File: src/rtl/rss_pkg.sv
package rss_pkg;

  typedef enum logic [1:0] {
    S_IDLE = 2'd0,
    S_WAIT = 2'd1,
    S_RUN  = 2'd2
  } seq_state_e;

  // packet length codes
  localparam logic [1:0] LEN_1   = 2'd0;
  localparam logic [1:0] LEN_3   = 2'd1;
  localparam logic [1:0] LEN_5   = 2'd2;
  localparam logic [1:0] LEN_BAD = 2'd3;

  // window indices
  localparam int NWIN   = 5;
  localparam int W_TXON = 0;
  localparam int W_LOOP = 1;
  localparam int W_RXON = 2;
  localparam int W_DATA = 3;
  localparam int W_SYNC = 4;

  // slot duration in ticks: odd multiple of one slot period
  function automatic int unsigned slot_ticks(input logic [1:0] code,
                                             input int unsigned per_slot);
    int unsigned n;
    n = 2 * int'(code) + 1;
    return per_slot * n;
  endfunction

  // longest payload period for a length code
  function automatic int unsigned data_ticks(input logic [1:0] code,
                                             input int unsigned d1,
                                             input int unsigned d3,
                                             input int unsigned d5);
    case (code)
      LEN_1:   return d1;
      LEN_3:   return d3;
      default: return d5;
    endcase
  endfunction

endpackage

File: src/rtl/rss_slot_timer.sv
module rss_slot_timer #(
  parameter int W = 12
) (
  input  logic         clk,
  input  logic         rst_n,
  input  logic         run,
  input  logic         tick,
  input  logic [W-1:0] limit,
  output logic [W-1:0] pos,
  output logic         last
);

  assign last = run && tick && (pos == limit - W'(1));

  always_ff @(posedge clk) begin
    if (!rst_n)      pos <= '0;
    else if (!run)   pos <= '0;
    else if (tick)   pos <= last ? '0 : pos + W'(1);
  end

  // no tick, no progress
  a_r11_hold_without_tick: assert property (@(posedge clk) disable iff (!rst_n)
    (run && !tick) |=> (pos == $past(pos)));

  // position never reaches the slot length
  a_r7_pos_in_range: assert property (@(posedge clk) disable iff (!rst_n)
    run |-> (pos < limit));

endmodule

File: src/rtl/rss_window.sv
module rss_window #(
  parameter int W = 12
) (
  input  logic         en,
  input  logic [W-1:0] pos,
  input  logic [W-1:0] first,
  input  logic [W-1:0] span,
  output logic         on
);

  logic [W:0] stop;

  assign stop = {1'b0, first} + {1'b0, span};
  assign on   = en && (pos >= first) && ({1'b0, pos} < stop);

endmodule

File: src/rtl/rss_slot_sequencer.sv
module rss_slot_sequencer
  import rss_pkg::*;
#(
  parameter int SLOT_TICKS   = 625,
  parameter int TX_ON_TICKS  = 110,
  parameter int LOOP_GAP     = 104,
  parameter int TX_DATA_AT   = 214,
  parameter int RX_ON_TICKS  = 208,
  parameter int RX_DATA_AT   = 213,
  parameter int SYNC_TICKS   = 72,
  parameter int DATA1_TICKS  = 366,
  parameter int DATA3_TICKS  = 1622,
  parameter int DATA5_TICKS  = 2870
) (
  input  logic       clk,
  input  logic       rst_n,
  input  logic       tick_1us,
  input  logic       start,
  input  logic       slot_rx,
  input  logic [1:0] pkt_len,
  input  logic       chan_loaded,
  output logic       synth_en,
  output logic       tx_en,
  output logic       loop_open,
  output logic       rx_en,
  output logic       pkt_strobe,
  output logic       rssi_sample,
  output logic       data_ok,
  output logic       slot_end,
  output logic       busy,
  output logic       start_err
);

  localparam int CNT_W = $clog2(5 * SLOT_TICKS + 1);

  seq_state_e       st;
  logic             is_tx_q;
  logic [1:0]       len_q;
  logic             err_q;
  logic             pkt_d;

  logic [CNT_W-1:0] pos;
  logic [CNT_W-1:0] limit;
  logic             last;
  logic             run;

  // named internal events
  logic             len_ok;
  logic             accept;
  logic             reject;

  assign len_ok = (pkt_len != LEN_BAD);
  assign accept = (st == S_IDLE) && start && len_ok;
  assign reject = start && ((st != S_IDLE) || !len_ok);
  assign run    = (st == S_RUN);
  assign limit  = CNT_W'(slot_ticks(len_q, SLOT_TICKS));

  always_ff @(posedge clk) begin
    if (!rst_n) begin
      st      <= S_IDLE;
      is_tx_q <= 1'b0;
      len_q   <= LEN_1;
      err_q   <= 1'b0;
      pkt_d   <= 1'b0;
    end else begin
      err_q <= reject;
      pkt_d <= pkt_strobe;
      case (st)
        S_IDLE: if (accept) begin
          is_tx_q <= !slot_rx;
          len_q   <= pkt_len;
          st      <= chan_loaded ? S_RUN : S_WAIT;
        end
        S_WAIT: if (chan_loaded) st <= S_RUN;
        S_RUN:  if (last) st <= S_IDLE;
        default: st <= S_IDLE;
      endcase
    end
  end

  rss_slot_timer #(.W(CNT_W)) u_timer (
    .clk   (clk),
    .rst_n (rst_n),
    .run   (run),
    .tick  (tick_1us),
    .limit (limit),
    .pos   (pos),
    .last  (last)
  );

  // strobe windows
  logic [CNT_W-1:0] w_first [NWIN];
  logic [CNT_W-1:0] w_span  [NWIN];
  logic [NWIN-1:0]  w_en;
  logic [NWIN-1:0]  w_on;

  always_comb begin
    w_en[W_TXON]    = run && is_tx_q;
    w_first[W_TXON] = CNT_W'(TX_ON_TICKS);
    w_span[W_TXON]  = limit;

    w_en[W_LOOP]    = run && is_tx_q;
    w_first[W_LOOP] = CNT_W'(TX_ON_TICKS + LOOP_GAP);
    w_span[W_LOOP]  = limit;

    w_en[W_RXON]    = run && !is_tx_q;
    w_first[W_RXON] = CNT_W'(RX_ON_TICKS);
    w_span[W_RXON]  = limit;

    w_en[W_DATA]    = run;
    w_first[W_DATA] = is_tx_q ? CNT_W'(TX_DATA_AT) : CNT_W'(RX_DATA_AT);
    w_span[W_DATA]  = CNT_W'(data_ticks(len_q, DATA1_TICKS, DATA3_TICKS, DATA5_TICKS));

    w_en[W_SYNC]    = run && !is_tx_q;
    w_first[W_SYNC] = CNT_W'(RX_DATA_AT);
    w_span[W_SYNC]  = CNT_W'(SYNC_TICKS);
  end

  generate
    for (genvar g = 0; g < NWIN; g++) begin : g_win
      rss_window #(.W(CNT_W)) u_win (
        .en    (w_en[g]),
        .pos   (pos),
        .first (w_first[g]),
        .span  (w_span[g]),
        .on    (w_on[g])
      );
    end
  endgenerate

  assign synth_en    = run;
  assign tx_en       = w_on[W_TXON];
  assign loop_open   = w_on[W_LOOP];
  assign rx_en       = w_on[W_RXON];
  assign data_ok     = w_on[W_DATA];
  assign pkt_strobe  = w_on[W_SYNC];
  assign rssi_sample = pkt_strobe && !pkt_d;
  assign slot_end    = last;
  assign busy        = (st != S_IDLE);
  assign start_err   = err_q;

  // the slot begins only after the channel was reported loaded
  a_r2_synth_after_chan: assert property (@(posedge clk) disable iff (!rst_n)
    $rose(synth_en) |-> $past(chan_loaded));

  // loop opens only while transmitting
  a_r4_loop_needs_tx: assert property (@(posedge clk) disable iff (!rst_n)
    loop_open |-> tx_en);

  // never both directions
  a_r5_one_direction: assert property (@(posedge clk) disable iff (!rst_n)
    !(tx_en && rx_en));

  // slot end clears everything on the next cycle
  a_r7_end_clears: assert property (@(posedge clk) disable iff (!rst_n)
    slot_end |=> (!synth_en && !tx_en && !rx_en && !loop_open && !busy));

  // sample pulse only at the packet strobe, inside receive
  a_r8_sample_in_strobe: assert property (@(posedge clk) disable iff (!rst_n)
    rssi_sample |-> (pkt_strobe && rx_en));

  // a start during a slot leaves it running and flags an error
  a_r9_reject_keeps_slot: assert property (@(posedge clk) disable iff (!rst_n)
    (start && busy && !slot_end) |=> (busy && start_err));

  // strobes imply busy
  a_r10_busy_covers: assert property (@(posedge clk) disable iff (!rst_n)
    (synth_en || tx_en || rx_en || pkt_strobe || data_ok) |-> busy);

endmodule

File: config.mk
export PLATFORM = sky130hd
export DESIGN_NAME = rss_slot_sequencer
export DESIGN_NICKNAME = d
export VERILOG_FILES = /design/src/rtl/rss_pkg.sv /design/src/rtl/rss_slot_timer.sv /design/src/rtl/rss_window.sv /design/src/rtl/rss_slot_sequencer.sv
export SDC_FILE = /design/constraint.sdc
export NUM_CORES = 1
export LEC_CHECK = 0
export BUFFER_PORTS_ARGS = -buffer_cell sky130_fd_sc_hd__buf_4
export CORE_ASPECT_RATIO = 0.6
export CORE_MARGIN = 5
export CORE_UTILIZATION = 56
export CTS_BUF_LIST = sky130_fd_sc_hd__clkbuf_4
export CTS_CLUSTER_DIAMETER = 60
export DETAILED_ROUTE_END_ITERATION = 16
export PLACE_DENSITY = 0.78
export SLEW_MARGIN = 10
export SYNTH_ARGS = -nofsm -noshare
export SYNTH_HDL_FRONTEND = slang
export SYNTH_SLANG_ARGS = --single-unit
File: constraint.sdc
create_clock -name clk -period 2.6 [get_ports clk]
set_input_delay 0.26 -clock clk [delete_from_list [all_inputs] [get_ports clk]]
set_output_delay 0.26 -clock clk [all_outputs]
set_load 0.05 [all_outputs]
; ---- Word level (Yosys, flattened, before mapping)
; Index checks and enable logic that the tools add are counted.
[classes]
add_sub_neg = 7
multipliers = 1
n_lt_le_gt_ge = 10
eq_ne = 8
muxes = 8
n_reduce_logical = 29
[ops]
columns = op, count
row1 = $lt 12x13->1, 4
row2 = $ge 12x8->1 const B, 3
row3 = $add 8x12->13 const A, 2
row4 = $pmux 12 s2, 1
row5 = $logic_and 1x1->1, 18
row6 = $add 7x12->13 const A, 1
row7 = $add 8x12->13, 1
row8 = $add 12x1->12 const B, 1
row9 = $eq 12x12->1, 1
row10 = $ge 12x7->1 const B, 1
row11 = $ge 12x8->1, 1
row12 = $lt 12x9->1 const B, 1
row13 = $mul 10x4->12 const A, 1
row14 = $mux 12, 1
row15 = $sub 12x1->12 const B, 1
row16 = $mux 2, 5
row17 = $ne 2x2->1 const B, 4
row18 = $pmux 2 s3, 1
row19 = $add 3x1->4 const B, 1
row20 = $eq 2x1->1 const B, 2
row21 = $logic_not 1->1, 4
row22 = $logic_not 2->1, 2
row23 = $reduce_and 2->1, 2
row24 = $reduce_and 3->1, 1
row25 = other kinds (3), 3
[word_totals]
regBits = 19
in_bits = 8
output_inout_bits = 10
word_cells = 69

; ---- Logic depth before layout (Yosys ltp)
[depth]
word_depth = 7
ltp_mapped = 12

; ---- Cells and area by module
; A second synthesis with hierarchy kept.
[hier_totals]
hier_cells = 919
area_unflattened_um2 = 7275.7
[modules_own_cells]
columns = mod, n_inst, cells_each, area_per_inst_um2, seq_area_each_um2
row1 = rss_window, 5, 149, 1167.4, 0.0
row2 = rss_slot_timer, 1, 123, 991.0, 240.2
row3 = rss_slot_sequencer, 1, 51, 447.9, 140.1

; ---- Least setup slack after synthesis
; No wires, ideal clock.
[synth_path]
path_type = reg2out
start = register len_q[0]
end = output port tx_en
arrival_time_ns = 3.349
required_time_ns = 2.340
setup_slack_ns = -1.009
path_stages_with_launch = 12
path_cell_list = dfxtp_1 inv_1 ha_1 inv_1 o21ai_0 a221oi_1 xnor2_1 ha_1 or4_1 a211oi_1 o31ai_1 a2111oi_2
[synth_between]
elab_chain_len = 5
[synth_lines]
columns = element, line_no
row1 = "start, declared", rss_slot_sequencer.sv:38  ; logic [1:0] len_q;
row2 = "start signal, assigned", rss_slot_sequencer.sv:71  ; len_q <= pkt_len;
row3 = $add 3x1->4, rss_pkg.sv:27  ; n = 2 * int'(code) + 1;
row4 = $mul 10x4->12, rss_pkg.sv:28  ; return per_slot * n;
row5 = $add 7x12->13, rss_window.sv:13  ; assign stop = {1'b0, first} + {1'b0, span};
row6 = $lt 12x13->1, rss_window.sv:14  ; assign on = en && (pos >= first) && ({1'b0, pos} < stop);
row7 = $logic_and 1x1->1, rss_window.sv:14
row8 = "end, declared", rss_slot_sequencer.sv:23  ; output logic tx_en,
; No other way between the ends.

; ---- Worst setup path in the final report
[layout_path]
start = register len_q[1]
end = output port tx_en
; Same word-level chain as after synthesis.

==> results.toml <==
[setup_path]
cp-start-kind = "register"
slowest_stage = "dfxtp_4"
worstPathRequired_ns = 2.34
r2r_end = "st[1]$_SDFFE_PN0P_"
regToRegSetupSlack_ns = 0.10
critical_path_buf_inv_count = 2
crit_type = "reg -> out"
cp_common_cell = "ha_2"
reg2reg_depth = 11
cpPeakStageDelay_ns = 0.42
cp-end-kind = "primary output"
path_delay_family = "compound AO/OA/AOI/OAI gates"
rr_startpoint = "len_q[0]$_SDFFE_PN0P_"
crit_path_max_fanout = 5
cp_cell_sequence = "ha_2, inv_1, a221oi_2, xnor2_1, ha_2, o21ai_0, nand2b_1, a21oi_2, a21oi_1, a2111oi_4, buf_6"
critPathArrivalTime_ns = 2.99

[floorplanning]
placeableCoreArea_sq_um = 3620
rows = 17
die-area_sq_um = 5030
die-height_um = 57.0
start_util_pct = 57.0
io_pins = 18
fp.dieW_um = 88.3

[clocking]
clock-sinks = 19
cts_made_buffers = 3
cts_tree = "done"
cts_root_buf = "clkbuf_4"
hold_buffers = 0
insertion_delay_ns = 0.31
clk_path_buf_depth = 2
cts_max_level = 1
path_clk_slew_ns = 0.12

[sta]
maxSlewViolCount = 0
finalSetupViolCount = 5
worst_slack_ns = -0.651
grt_setup_unrepaired = "true"
final_hold_viol_count = 0
finalSetupTns_ns = -1.48
whs_ns = 0.0903
period_minus_slack_ns = 3.25
period_share_pct = 125
skew_ns = 0.00865
fmaxAchievable_mhz = 308

[global_route]
antenna_found_initial = 0
grt_pass1_wl_mm = 9.95
grt_usage_pct = 25.8
grt_max_degree = 14
grt_pass1_vias = 1963
overflow = 0

[cells_and_area]
drive_gt1_share_pct = 36.0
stdcell_area_sq_um = 2910
areaGrowthSynthToFinish_pct = 41.1
nets = 365
fillCellCount = 246
layout_common_cells = "buf_4 (46), ha_1 (32), nor2_1 (20)"
diodes = 0
final_common_cell = "buf_4"
fin_util_pct = 80.4

[synth]
synth_fp_nets = 311
postSynthCellCount = 255
ys.flop_type = "dfxtp_1"
synth_edf_count = 0
ys_types = 43
syn_area_sq_um = 2060
synth-seq-cells = 19
synth_seq_area_share_pct = 18.5
ys_warn_count = 0
avgSynthCellArea_sq_um = 8.08
async_flop_share_pct = 0

[drt]
antenna_left = 0
via_per_inst = 5.98
drt_pass1_iterations = 4
vias = 2124
drt_iter0_markers = 167
drc = 0
wl_per_cell_um = 18.7
postRouteWirelength_mm = 6.63

[placement]
io_buffers = 17
place.gp.congestion = 1.01
place_area_sq_um = 2550
dp.final_hpwl_mm = 4.61

[worst_hold_path]
hp-start = "chan_loaded"
min_to = "st[0]$_SDFFE_PN0P_"
min_delay_path_depth = 2
hp-class = "in -> reg"

[job]
cap_viol_max_count = 0

[status]
run_status = "complete, but fails checks"
violations = "negative setup slack"

[pwr]
ir_drop_mv = 0.319
p_per_area_nw_per_um2 = 271
total_power_uw = 789
leakage_uw = 0.00129
repair_timing:
| action | 4_1_cts | 5_1_grt |
|---|---|---|
| setup buffers | 4 | 4 |
| endpoints found under the setup margin | 5 | 7 |
| gates resized for setup | 32 | 19 |
| gates cloned | 0 | 0 |
| pin swaps | 18 | 9 |
where the power goes:
part	internal (uW)	switching, uW	leakage [uW]
logic	147	177	0.00111
clock network	59.8	99.5	0.0000183
registers	298	8.32	0.000156
per-layer routing:
layer | wire [um] | vias to the layer above | track usage [%]
met1 | 2790 | 975 | 37.6
met3 | 615 | 30 | 3.75
li1 | - | 1015 | -
met4 | 285 | 0 | 6.25
met2 | 2930 | 104 | 40.3
met5 | 0 | - | 0
through the flow:
step / instances / worst slack, ns
after floorplan: 255 / -0.446
after global placement: 344 / -0.280
after detailed placement: 344 / -0.343
after CTS: 351 / -0.524
after global routing: 355 / -0.859
final: 355 / -0.651
kinds of logic after synthesis:
group | share of synthesized area [%]
multiplexers | 1.46
flip-flops | 18.5
adder cells (fa/ha/maj) | 29.2
other | 0.182
AO/OA/AOI/OAI | 17.1
XOR/XNOR | 7.23
AND/OR/NAND/NOR | 19.9
buffers and inverters | 6.56
area by class of cell:
cell class	instances	area, sq um	share of cell area (%)
flip-flops and latches	19	389	13.4
repair buffers	59	492	16.9
multi-input cells	205	1850	63.7
well taps	47	58.8	2.02
inverters	21	86.3	2.97
clock inverters	1	6.26	0.215
clock buffers	3	22.5	0.775
state kept, by name, indices dropped and copies added (netlist names):
name	cells
start_err	1
u_timer.pos	12
st	2
is_tx_q	1
len_q	2
pkt_d	1
Yosys cell counts, types with 2 or more instances:
library cell	count	area share, %
a211oi_1	4	1.5
a21o_1	2	0.73
a21oi_1	21	5.1
and3_1	3	0.91
buf_2	3	0.73
buf_6	2	1.1
clkbuf_1	5	0.91
dfxtp_1	19	18
ha_1	48	29
inv_1	21	3.8
mux2i_1	3	1.5
nand2_1	17	3.1
nand2b_1	3	0.91
nand3_1	12	2.9
nand4_1	4	1.2
nor2_1	21	3.8
nor2b_1	2	0.61
nor3_1	10	2.4
nor3b_1	2	0.73
nor4_1	2	0.61
o211ai_1	3	1.1
o21ai_0	9	2.2
o21bai_1	2	0.73
o311ai_0	2	0.85
o31a_1	2	0.85
xnor2_1	8	3.4
xor2_1	9	3.8
how the worst max path moves through the flow:
stage | start | endpoint | slack (ns) | depth (start not counted)
after floorplan | len_q[1]$_SDFFE_PN0P_ | tx_en | -0.45 | 10
after global placement | len_q[0]$_SDFFE_PN0P_ | tx_en | -0.28 | 12
after detailed placement | len_q[1]$_SDFFE_PN0P_ | tx_en | -0.34 | 11
after CTS | len_q[0]$_SDFFE_PN0P_ | tx_en | -0.52 | 12
after global routing | len_q[1]$_SDFFE_PN0P_ | tx_en | -0.86 | 11
final | len_q[1]$_SDFFE_PN0P_ | tx_en | -0.65 | 11
Power figures use the tool's default switching activity.
